`config.mk`:
```
export PLATFORM = sky130hd
export DESIGN_NAME = fpgm_seq
export DESIGN_NICKNAME = d
export VERILOG_FILES = /design/src/rtl/fpgm_pkg.sv /design/src/rtl/fpgm_wait_timer.sv /design/src/rtl/fpgm_bus_cycle.sv /design/src/rtl/fpgm_seq_ctrl.sv /design/src/rtl/fpgm_seq.sv
export SDC_FILE = /design/constraint.sdc
export NUM_CORES = 1
export LEC_CHECK = 0
export ABC_AREA = 0
export CAP_MARGIN = 20
export CORE_MARGIN = 1.5
export CORE_UTILIZATION = 37
export CTS_CLUSTER_SIZE = 30
export DETAILED_ROUTE_END_ITERATION = 8
export PLACE_DENSITY_LB_ADDON = 0.2
export SETUP_SLACK_MARGIN = 0.1
export SLEW_MARGIN = 10
export SYNTH_ARGS = -nofsm -noshare
export SYNTH_HDL_FRONTEND = slang
export SYNTH_SLANG_ARGS = --single-unit
```
`constraint.sdc`:
```
create_clock -name clk -period 2.3 [get_ports clk]
set_input_delay 0.46 -clock clk [delete_from_list [all_inputs] [get_ports clk]]
set_output_delay 0.46 -clock clk [all_outputs]
set_load 0.01 [all_outputs]
```
`src/rtl/fpgm_pkg.sv`:
```
package fpgm_pkg;

   // Command bytes written to the flash part
   localparam logic [7:0] CMD_PGM_SETUP = 8'h40;
   localparam logic [7:0] CMD_PGM_CHECK = 8'hC0;
   localparam logic [7:0] CMD_ARRAY_RD  = 8'h00;

   typedef enum logic {
      BOP_WRITE = 1'b0,
      BOP_READ  = 1'b1
   } bus_op_e;

   typedef enum logic [1:0] {
      BPH_IDLE,
      BPH_SETUP,
      BPH_STROBE,
      BPH_HOLD
   } bus_phase_e;

   typedef enum logic [3:0] {
      SQ_IDLE,
      SQ_FETCH,
      SQ_SETUP_CMD,
      SQ_DATA_WR,
      SQ_PGM_WAIT,
      SQ_CHECK_CMD,
      SQ_CHECK_WAIT,
      SQ_CHECK_RD,
      SQ_EXIT_CMD
   } seq_state_e;

endpackage

```
`src/rtl/fpgm_wait_timer.sv`:
```
module fpgm_wait_timer #(
   parameter int unsigned CNT_W = 12
) (
   input  logic             clk,
   input  logic             rst_n,
   input  logic             load,
   input  logic [CNT_W-1:0] load_val,
   output logic             expired
);

   logic [CNT_W-1:0] cnt_q;

   always_ff @(posedge clk or negedge rst_n) begin
      if (!rst_n) begin
         cnt_q <= '0;
      end else if (load) begin
         cnt_q <= load_val;
      end else if (cnt_q != '0) begin
         cnt_q <= cnt_q - 1'b1;
      end
   end

   assign expired = (cnt_q == '0) && !load;

   // A non-zero load must hold the wait open for at least the next cycle
   assert_wait_armed_R4: assert property (@(posedge clk) disable iff (!rst_n)
      (load && load_val != '0) |=> !expired);

endmodule

```
`src/rtl/fpgm_bus_cycle.sv`:
```
module fpgm_bus_cycle
   import fpgm_pkg::*;
#(
   parameter int unsigned ADDR_W     = 18,
   parameter int unsigned STROBE_CYC = 2
) (
   input  logic              clk,
   input  logic              rst_n,
   input  logic              req,
   input  bus_op_e           op,
   input  logic [ADDR_W-1:0] addr,
   input  logic [7:0]        wdata,
   output logic              ack,
   output logic [7:0]        rdata,
   output logic [ADDR_W-1:0] fl_addr,
   output logic [7:0]        fl_dq_out,
   output logic              fl_dq_oe,
   input  logic [7:0]        fl_dq_in,
   output logic              fl_ce_n,
   output logic              fl_oe_n,
   output logic              fl_we_n
);

   bus_phase_e        phase_q;
   bus_op_e           op_q;
   logic [ADDR_W-1:0] addr_q;
   logic [7:0]        wdata_q;
   logic              strobe_last;

   // Strobe width: a single-cycle variant needs no counter
   generate
      if (STROBE_CYC == 1) begin : g_single
         assign strobe_last = 1'b1;
      end else begin : g_multi
         localparam int unsigned SC_W = $clog2(STROBE_CYC);
         logic [SC_W-1:0] sc_q;
         always_ff @(posedge clk or negedge rst_n) begin
            if (!rst_n) begin
               sc_q <= '0;
            end else if (phase_q == BPH_SETUP) begin
               sc_q <= SC_W'(STROBE_CYC - 1);
            end else if (phase_q == BPH_STROBE && sc_q != '0) begin
               sc_q <= sc_q - 1'b1;
            end
         end
         assign strobe_last = (sc_q == '0);
      end
   endgenerate

   always_ff @(posedge clk or negedge rst_n) begin
      if (!rst_n) begin
         phase_q <= BPH_IDLE;
         op_q    <= BOP_WRITE;
         addr_q  <= '0;
         wdata_q <= '0;
         rdata   <= '0;
      end else begin
         unique case (phase_q)
            BPH_IDLE: begin
               if (req) begin
                  op_q    <= op;
                  addr_q  <= addr;
                  wdata_q <= wdata;
                  phase_q <= BPH_SETUP;
               end
            end
            BPH_SETUP:  phase_q <= BPH_STROBE;
            BPH_STROBE: begin
               if (strobe_last) begin
                  phase_q <= BPH_HOLD;
                  if (op_q == BOP_READ) begin
                     rdata <= fl_dq_in;
                  end
               end
            end
            BPH_HOLD:   phase_q <= BPH_IDLE;
            default:    phase_q <= BPH_IDLE;
         endcase
      end
   end

   assign ack       = (phase_q == BPH_HOLD);
   assign fl_addr   = addr_q;
   assign fl_dq_out = wdata_q;
   assign fl_dq_oe  = (phase_q != BPH_IDLE) && (op_q == BOP_WRITE);
   assign fl_ce_n   = (phase_q == BPH_IDLE);
   assign fl_we_n   = !((phase_q == BPH_STROBE) && (op_q == BOP_WRITE));
   assign fl_oe_n   = !((phase_q == BPH_STROBE) && (op_q == BOP_READ));

   assert_write_steady_R11: assert property (@(posedge clk) disable iff (!rst_n)
      !fl_we_n |=> fl_we_n || ($stable(fl_addr) && $stable(fl_dq_out)));

   assert_read_released_R5: assert property (@(posedge clk) disable iff (!rst_n)
      !fl_oe_n |-> !fl_dq_oe);

   assert_no_req_drop_R11: assert property (@(posedge clk) disable iff (!rst_n)
      ack |-> !fl_ce_n);

endmodule

```
`src/rtl/fpgm_seq_ctrl.sv`:
```
module fpgm_seq_ctrl
   import fpgm_pkg::*;
#(
   parameter int unsigned ADDR_W       = 18,
   parameter int unsigned LEN_W        = 19,
   parameter int unsigned MAX_PULSES   = 25,
   parameter int unsigned PGM_WAIT_CYC = 1250,
   parameter int unsigned CHK_WAIT_CYC = 750,
   parameter int unsigned TMR_W        = 11
) (
   input  logic              clk,
   input  logic              rst_n,
   input  logic              start,
   input  logic [ADDR_W-1:0] start_addr,
   input  logic [LEN_W-1:0]  length,
   input  logic              src_valid,
   input  logic [7:0]        src_data,
   output logic              src_ready,
   output logic              bus_req,
   output bus_op_e           bus_op,
   output logic [ADDR_W-1:0] bus_addr,
   output logic [7:0]        bus_wdata,
   input  logic              bus_ack,
   input  logic [7:0]        bus_rdata,
   output logic              tmr_load,
   output logic [TMR_W-1:0]  tmr_val,
   input  logic              tmr_expired,
   output logic              vpp_req,
   output logic              busy,
   output logic              done,
   output logic              fail,
   output logic [ADDR_W-1:0] fail_addr
);

   localparam int unsigned PC_W = $clog2(MAX_PULSES + 1);

   seq_state_e        state_q;
   logic [ADDR_W-1:0] addr_q;
   logic [LEN_W-1:0]  remain_q;
   logic [7:0]        byte_q;
   logic [PC_W-1:0]   pulses_q;
   logic              vpp_q;
   logic              done_q;
   logic              fail_q;
   logic [ADDR_W-1:0] fail_addr_q;
   logic              match;
   logic              at_limit;

   assign match    = (bus_rdata == byte_q);
   assign at_limit = (pulses_q == PC_W'(MAX_PULSES));

   always_comb begin
      bus_req   = 1'b0;
      bus_op    = BOP_WRITE;
      bus_wdata = byte_q;
      unique case (state_q)
         SQ_SETUP_CMD: begin bus_req = 1'b1; bus_wdata = CMD_PGM_SETUP; end
         SQ_DATA_WR:   begin bus_req = 1'b1; bus_wdata = byte_q;        end
         SQ_CHECK_CMD: begin bus_req = 1'b1; bus_wdata = CMD_PGM_CHECK; end
         SQ_CHECK_RD:  begin bus_req = 1'b1; bus_op = BOP_READ;         end
         SQ_EXIT_CMD:  begin bus_req = 1'b1; bus_wdata = CMD_ARRAY_RD;  end
         default:      bus_req = 1'b0;
      endcase
   end

   assign bus_addr  = addr_q;
   assign tmr_load  = bus_ack && (state_q == SQ_DATA_WR || state_q == SQ_CHECK_CMD);
   assign tmr_val   = (state_q == SQ_DATA_WR) ? TMR_W'(PGM_WAIT_CYC) : TMR_W'(CHK_WAIT_CYC);
   assign src_ready = (state_q == SQ_FETCH);

   always_ff @(posedge clk or negedge rst_n) begin
      if (!rst_n) begin
         state_q     <= SQ_IDLE;
         addr_q      <= '0;
         remain_q    <= '0;
         byte_q      <= '0;
         pulses_q    <= '0;
         vpp_q       <= 1'b0;
         done_q      <= 1'b0;
         fail_q      <= 1'b0;
         fail_addr_q <= '0;
      end else begin
         unique case (state_q)
            SQ_IDLE: begin
               if (start) begin
                  addr_q   <= start_addr;
                  remain_q <= length;
                  done_q   <= 1'b0;
                  fail_q   <= 1'b0;
                  vpp_q    <= 1'b1;
                  state_q  <= (length == '0) ? SQ_EXIT_CMD : SQ_FETCH;
               end
            end
            SQ_FETCH: begin
               if (src_valid) begin
                  byte_q   <= src_data;
                  pulses_q <= '0;
                  state_q  <= SQ_SETUP_CMD;
               end
            end
            SQ_SETUP_CMD: if (bus_ack) state_q <= SQ_DATA_WR;
            SQ_DATA_WR: begin
               if (bus_ack) begin
                  pulses_q <= pulses_q + 1'b1;
                  state_q  <= SQ_PGM_WAIT;
               end
            end
            SQ_PGM_WAIT:   if (tmr_expired) state_q <= SQ_CHECK_CMD;
            SQ_CHECK_CMD:  if (bus_ack) state_q <= SQ_CHECK_WAIT;
            SQ_CHECK_WAIT: if (tmr_expired) state_q <= SQ_CHECK_RD;
            SQ_CHECK_RD: begin
               if (bus_ack) begin
                  if (match) begin
                     if (remain_q == LEN_W'(1)) begin
                        state_q <= SQ_EXIT_CMD;
                     end else begin
                        addr_q   <= addr_q + 1'b1;
                        remain_q <= remain_q - 1'b1;
                        state_q  <= SQ_FETCH;
                     end
                  end else if (at_limit) begin
                     fail_q      <= 1'b1;
                     fail_addr_q <= addr_q;
                     state_q     <= SQ_EXIT_CMD;
                  end else begin
                     state_q <= SQ_SETUP_CMD;
                  end
               end
            end
            SQ_EXIT_CMD: begin
               if (bus_ack) begin
                  vpp_q   <= 1'b0;
                  done_q  <= 1'b1;
                  state_q <= SQ_IDLE;
               end
            end
            default: state_q <= SQ_IDLE;
         endcase
      end
   end

   assign vpp_req   = vpp_q;
   assign busy      = (state_q != SQ_IDLE);
   assign done      = done_q;
   assign fail      = fail_q;
   assign fail_addr = fail_addr_q;

   assert_pulse_bound_R8: assert property (@(posedge clk) disable iff (!rst_n)
      pulses_q <= PC_W'(MAX_PULSES));

   assert_fail_reports_done_R8: assert property (@(posedge clk) disable iff (!rst_n)
      (fail_q && state_q == SQ_IDLE) |-> done_q);

   assert_retry_same_addr_R7: assert property (@(posedge clk) disable iff (!rst_n)
      (state_q == SQ_CHECK_RD && bus_ack && !match && !at_limit)
         |=> (state_q == SQ_SETUP_CMD && $stable(addr_q)));

   assert_fresh_budget_R7: assert property (@(posedge clk) disable iff (!rst_n)
      (state_q == SQ_FETCH && src_valid) |=> (pulses_q == '0));

   assert_done_not_busy_R6: assert property (@(posedge clk) disable iff (!rst_n)
      done_q |-> (state_q == SQ_IDLE));

endmodule

```
`src/rtl/fpgm_seq.sv`:
```
module fpgm_seq
   import fpgm_pkg::*;
#(
   parameter int unsigned ADDR_W     = 18,
   parameter int unsigned LEN_W      = 19,
   parameter int unsigned MAX_PULSES = 25,
   parameter int unsigned CLK_MHZ    = 125,
   parameter int unsigned PGM_US     = 10,
   parameter int unsigned CHK_US     = 6,
   parameter int unsigned STROBE_CYC = 2
) (
   input  logic              clk,
   input  logic              rst_n,
   input  logic              start,
   input  logic [ADDR_W-1:0] start_addr,
   input  logic [LEN_W-1:0]  length,
   input  logic              src_valid,
   input  logic [7:0]        src_data,
   output logic              src_ready,
   output logic              vpp_req,
   output logic [ADDR_W-1:0] fl_addr,
   output logic [7:0]        fl_dq_out,
   output logic              fl_dq_oe,
   input  logic [7:0]        fl_dq_in,
   output logic              fl_ce_n,
   output logic              fl_oe_n,
   output logic              fl_we_n,
   output logic              busy,
   output logic              done,
   output logic              fail,
   output logic [ADDR_W-1:0] fail_addr
);

   localparam int unsigned PGM_WAIT_CYC = CLK_MHZ * PGM_US;
   localparam int unsigned CHK_WAIT_CYC = CLK_MHZ * CHK_US;
   localparam int unsigned LONGEST_WAIT = (PGM_WAIT_CYC > CHK_WAIT_CYC) ? PGM_WAIT_CYC : CHK_WAIT_CYC;
   localparam int unsigned TMR_W        = $clog2(LONGEST_WAIT + 1);

   generate
      if (MAX_PULSES < 1 || PGM_WAIT_CYC < 1 || CHK_WAIT_CYC < 1 ||
          STROBE_CYC < 1 || ADDR_W < 1 || LEN_W < 1) begin : g_bad_cfg
         $error("fpgm_seq: attempt limit, wait cycles, strobe width and widths must be non-zero");
      end
   endgenerate

   bus_op_e           bus_op;
   logic              bus_req;
   logic [ADDR_W-1:0] bus_addr;
   logic [7:0]        bus_wdata;
   logic              bus_ack;
   logic [7:0]        bus_rdata;
   logic              tmr_load;
   logic [TMR_W-1:0]  tmr_val;
   logic              tmr_expired;

   fpgm_seq_ctrl #(
      .ADDR_W      (ADDR_W),
      .LEN_W       (LEN_W),
      .MAX_PULSES  (MAX_PULSES),
      .PGM_WAIT_CYC(PGM_WAIT_CYC),
      .CHK_WAIT_CYC(CHK_WAIT_CYC),
      .TMR_W       (TMR_W)
   ) ctrl_i (
      .clk        (clk),
      .rst_n      (rst_n),
      .start      (start),
      .start_addr (start_addr),
      .length     (length),
      .src_valid  (src_valid),
      .src_data   (src_data),
      .src_ready  (src_ready),
      .bus_req    (bus_req),
      .bus_op     (bus_op),
      .bus_addr   (bus_addr),
      .bus_wdata  (bus_wdata),
      .bus_ack    (bus_ack),
      .bus_rdata  (bus_rdata),
      .tmr_load   (tmr_load),
      .tmr_val    (tmr_val),
      .tmr_expired(tmr_expired),
      .vpp_req    (vpp_req),
      .busy       (busy),
      .done       (done),
      .fail       (fail),
      .fail_addr  (fail_addr)
   );

   fpgm_wait_timer #(
      .CNT_W(TMR_W)
   ) timer_i (
      .clk     (clk),
      .rst_n   (rst_n),
      .load    (tmr_load),
      .load_val(tmr_val),
      .expired (tmr_expired)
   );

   fpgm_bus_cycle #(
      .ADDR_W    (ADDR_W),
      .STROBE_CYC(STROBE_CYC)
   ) bus_i (
      .clk      (clk),
      .rst_n    (rst_n),
      .req      (bus_req),
      .op       (bus_op),
      .addr     (bus_addr),
      .wdata    (bus_wdata),
      .ack      (bus_ack),
      .rdata    (bus_rdata),
      .fl_addr  (fl_addr),
      .fl_dq_out(fl_dq_out),
      .fl_dq_oe (fl_dq_oe),
      .fl_dq_in (fl_dq_in),
      .fl_ce_n  (fl_ce_n),
      .fl_oe_n  (fl_oe_n),
      .fl_we_n  (fl_we_n)
   );

   assert_vpp_on_strobe_R2: assert property (@(posedge clk) disable iff (!rst_n)
      !fl_we_n |-> vpp_req);

   assert_strobe_exclusive_R11: assert property (@(posedge clk) disable iff (!rst_n)
      !(!fl_we_n && !fl_oe_n));

   assert_done_quiet_R6: assert property (@(posedge clk) disable iff (!rst_n)
      done |-> (fl_ce_n && !vpp_req && !busy));

   assert_fetch_quiet_R10: assert property (@(posedge clk) disable iff (!rst_n)
      src_ready |-> fl_ce_n);

endmodule

```
==> run_results.csv <==
group,metric,value,unit
run_status,outcome,"finished, violations left",
run_status,violations,"negative setup slack",
finish,final_cells,1034,
synth,synth_cell_type_count,57,
synth,synth_area_leaders,"dfrtp_1, mux2_2, o21ai_0, a21oi_1, nand2_1",
synth,synth.net_count,678,
clock_network,path_clk_slew,60,ps
synth,synthMuxAreaShare,0.1024,
drt,via_per_inst,5.461,
placement,post-dp-hpwl,12210,um
floorplanning,num_rows,47,
synth,synth_top_cell_by_area,"dfrtp_1",
synth,synth_seq_area_share,0.4999,
finish,postLayoutCoreUtil,0.5729,
drt,drt-pass1-iter-count,5,
setup_path,cp.required,2600,ps
clock_network,cts_buffers,17,
setup_path,cp_data_arrival_time,2760,ps
grt,grt_pass1_vias,5709,
grt,overflow,0,
grt,grt_pass1_wl,30220,um
clock_network,cts_root_buf,"clkbuf_16",
finish,nets,870,
synth,synth_top_area_frac,0.4999,
grt,grt_usage,0.2198,
grt,grt_start_max_net_pins,66,
floorplanning,dieArea,17560,um2
drt,wirelength,19010,um
placement,postPlaceCellArea,8028,um2
hold_path,hp-class,"in2async",
placement,io_buffers,109,
synth,yosys_warnings,0,
clock_network,cts_max_path_buffers,2,
synth,yosys_register_bits,124,
timing,slew_headroom,0.6494,
finish,syn_to_final_growth,51.99,%
clock_network,htreeDepth,4,
drt,antenna_left,0,
timing,period_share,1.071,
synth,synth_top_family_by_area,"simple AND/OR/NAND/NOR gates",
synth,synthXorXnorAreaFrac,0.02540,
pwr,power.total,11.57,mW
grt,top_usage_layer,"met2",
run,drv_cap,0,
drt,drc,0,
grt,grt_use_met2,0.3598,
synth,yosys.area_share.adder,0.02217,
synth,synth-main-ff-cell,"dfrtp_1",
timing,period_minus_slack,2464,ps
timing,finClkSkew,8.124,ps
synth,synth_compound_area_frac,0.1451,
clock_network,cts_tree,"done",
floorplanning,initial_core_util,0.3770,
finish,final_area,9434,um2
floorplanning,dieWidth,132.5,um
pwr,power.density,1226,nW/um2
synth,synthArstFlopShare,1.000,
timing,achievable-frequency,405.9,MHz
finish,drive_gt1_frac,0.3120,
synth,yosys.area_share.simple,0.1719,
drt,via_count,5647,
floorplanning,chipHeight,132.5,um
synth,synthCells,610,
setup_path,end_kind,"flop",
synth,synth-edff-count,0,
timing,slew_violations,0,
timing,hold_ws,412.6,ps
drt,wl_per_cell,18.39,um
grt,use_met1,0.2892,
setup_path,worstPathMaxFanout,6,
clock_network,clkLatencyLatePin,430,ps
placement,gp_congestion,0.8190,
placement,placed_cells,971,
synth,syn_area_per_cell,10.18,um2
setup_path,cp-start-kind,"flop",
drt,drtIter0Drc,391,
synth,syn_area,6207,um2
pwr,ir_drop,0.5640,mV
timing,finalHoldViolations,0,
finish,fillers,1431,
clock_network,cts_sinks,124,
setup_path,reg2reg_slack,-160,ps
setup_path,setup.worst_path.class,"reg2reg",
timing,layout_setup_ws,-163.8,ps
timing,rsz0062_at_grt,"yes",
finish,diodes,0,
grt,grt_use_met3,0.05211,
floorplanning,core-area,16470,um2
floorplanning,boundaryPins,110,
timing,tightest_slew,521.2,ps
timing,setup_violations,34,
grt,grt_antenna_before_repair,0,
pwr,p_leak,3.963,nW
==> per-stage QoR <==
| step | setup slack [ps] | TNS [ps] |
|---|---|---|
| 2_1_floorplan | -47.10 | -97.69 |
| 3_3_place_gp | -694.8 | -18280 |
| 3_5_place_dp | -730.4 | -19520 |
| 4_1_cts | -139.3 | -2486 |
| 5_1_grt | -252.2 | -6823 |
| 6_report | -163.8 | -3625 |
==> Yosys cell counts (3+ instances only) <==
master	instances
mux2i_1	5
nand4_1	9
and3_1	4
o211ai_1	13
inv_1	17
buf_2	8
nor3_1	25
clkbuf_1	22
o32a_1	4
o311ai_0	10
o22ai_1	4
dfrtp_1	124
nor2_1	34
or2_2	6
mux2_2	52
nand3_1	19
a21o_1	4
or4_1	7
a21oi_1	39
xor2_1	14
ha_1	11
or3_1	5
buf_1	3
xnor2_1	4
nor2b_1	3
nor4_1	24
nand2_1	52
a31oi_1	7
o21ai_0	44
==> power by group <==
group / switching [mW] / internal [mW]
registers: 0.814 / 3.06
logic: 2.49 / 2.56
clock network: 1.01 / 1.64
total: 4.32 / 7.25
==> final timing paths <==
check / cells after the start / from / endpoint
min reg2reg: 2 / bus_i.fl_dq_out[2]$_DFFE_PN0P_ / bus_i.fl_dq_out[2]$_DFFE_PN0P_
min: 2 / rst_n / timer_i.cnt_q[7]$_DFFE_PN0N_
min in group clk: 2 / bus_i.fl_dq_out[2]$_DFFE_PN0P_ / bus_i.fl_dq_out[2]$_DFFE_PN0P_
max reg2reg: 10 / ctrl_i.remain_q[5]$_DFFE_PN0P_ / ctrl_i.remain_q[11]$_DFFE_PN0P_
max: 10 / ctrl_i.remain_q[5]$_DFFE_PN0P_ / ctrl_i.remain_q[11]$_DFFE_PN0P_
max in group asynchronous: 3 / rst_n / bus_i.fl_addr[3]$_DFFE_PN0P_
==> cells by family (layout without fill, tap and decap cells) <==
| kind of cell | Yosys count | after routing |
|---|---|---|
| AO/OA/AOI/OAI | 144 | 144 |
| AND/OR/NAND/NOR | 205 | 206 |
| buffers and inverters | 51 | 254 |
| multiplexers | 57 | 57 |
| adder cells (fa/ha/maj) | 11 | 11 |
| flip-flops | 124 | 124 |
| XOR/XNOR | 18 | 18 |
==> what timing repair did <==
action,in CTS,in global routing
pin swaps,29,28
hold endpoints to repair,5,0
gates cloned,4,1
setup buffers,16,15
hold buffers,1,0
resized for setup,73,45
setup endpoints to repair,64,71
==> placed cells by master (no fill, tap or decap), types with 13 or more instances in the layout <==
master,instances
o211ai_1,13
xor2_1,14
buf_6,18
mux2_2,52
o21ai_0,27
nor4_1,14
clkbuf_16,18
dfrtp_1,123
inv_1,16
buf_4,68
nor3_1,22
clkdlybuf4s50_1,101
nand3_1,17
nand2_1,50
nor2_1,33
o21ai_2,14
a21oi_1,38
==> sequential cells by signal, indices dropped and copies added, names as in the netlist <==
register and cells:
ctrl_i.bus_addr 18, ctrl_i.fail_addr 18, bus_i.fl_dq_out 8, bus_i.g_multi.sc_q 1, ctrl_i.done 1, ctrl_i.state_q 4
ctrl_i.vpp_req 1, bus_i.rdata 8, bus_i.fl_addr 18, bus_i.op_q 1, ctrl_i.byte_q 8, timer_i.cnt_q 11
ctrl_i.fail 1, ctrl_i.remain_q 19, bus_i.phase_q 2, ctrl_i.pulses_q 5
==> metal layers <==
metal / vias up / part of all wire / wire length, um
met4: 0 / 0.017 / 318
met2: 169 / 0.49 / 9355
met5: - / 0 / 0
met3: 23 / 0.048 / 912
li1: 2651 / - / -
met1: 2804 / 0.44 / 8428
==> layout make-up <==
type	count	area [um2]	area share
Timing Repair Buffer	206	2051	0.2174
Clock buffer	20	456.7	0.04841
Multi-Input combinational cell	436	3364	0.3566
Inverter	17	63.81	0.006764
Tap cell	220	275.3	0.02918
Sequential cell	124	3104	0.3290
Clock inverter	11	118.9	0.01260
==> critical path, stage by stage (launching register included) <==
cell	delay, ps
dfrtp_1	380
or4_4	580
nor4_4	320
and4_4	290
buf_6	120
nor2_4	40
o21ai_2	120
buf_4	130
buf_6	110
buf_12	140
o22ai_2	90
(Power assumes the default switching activity.)
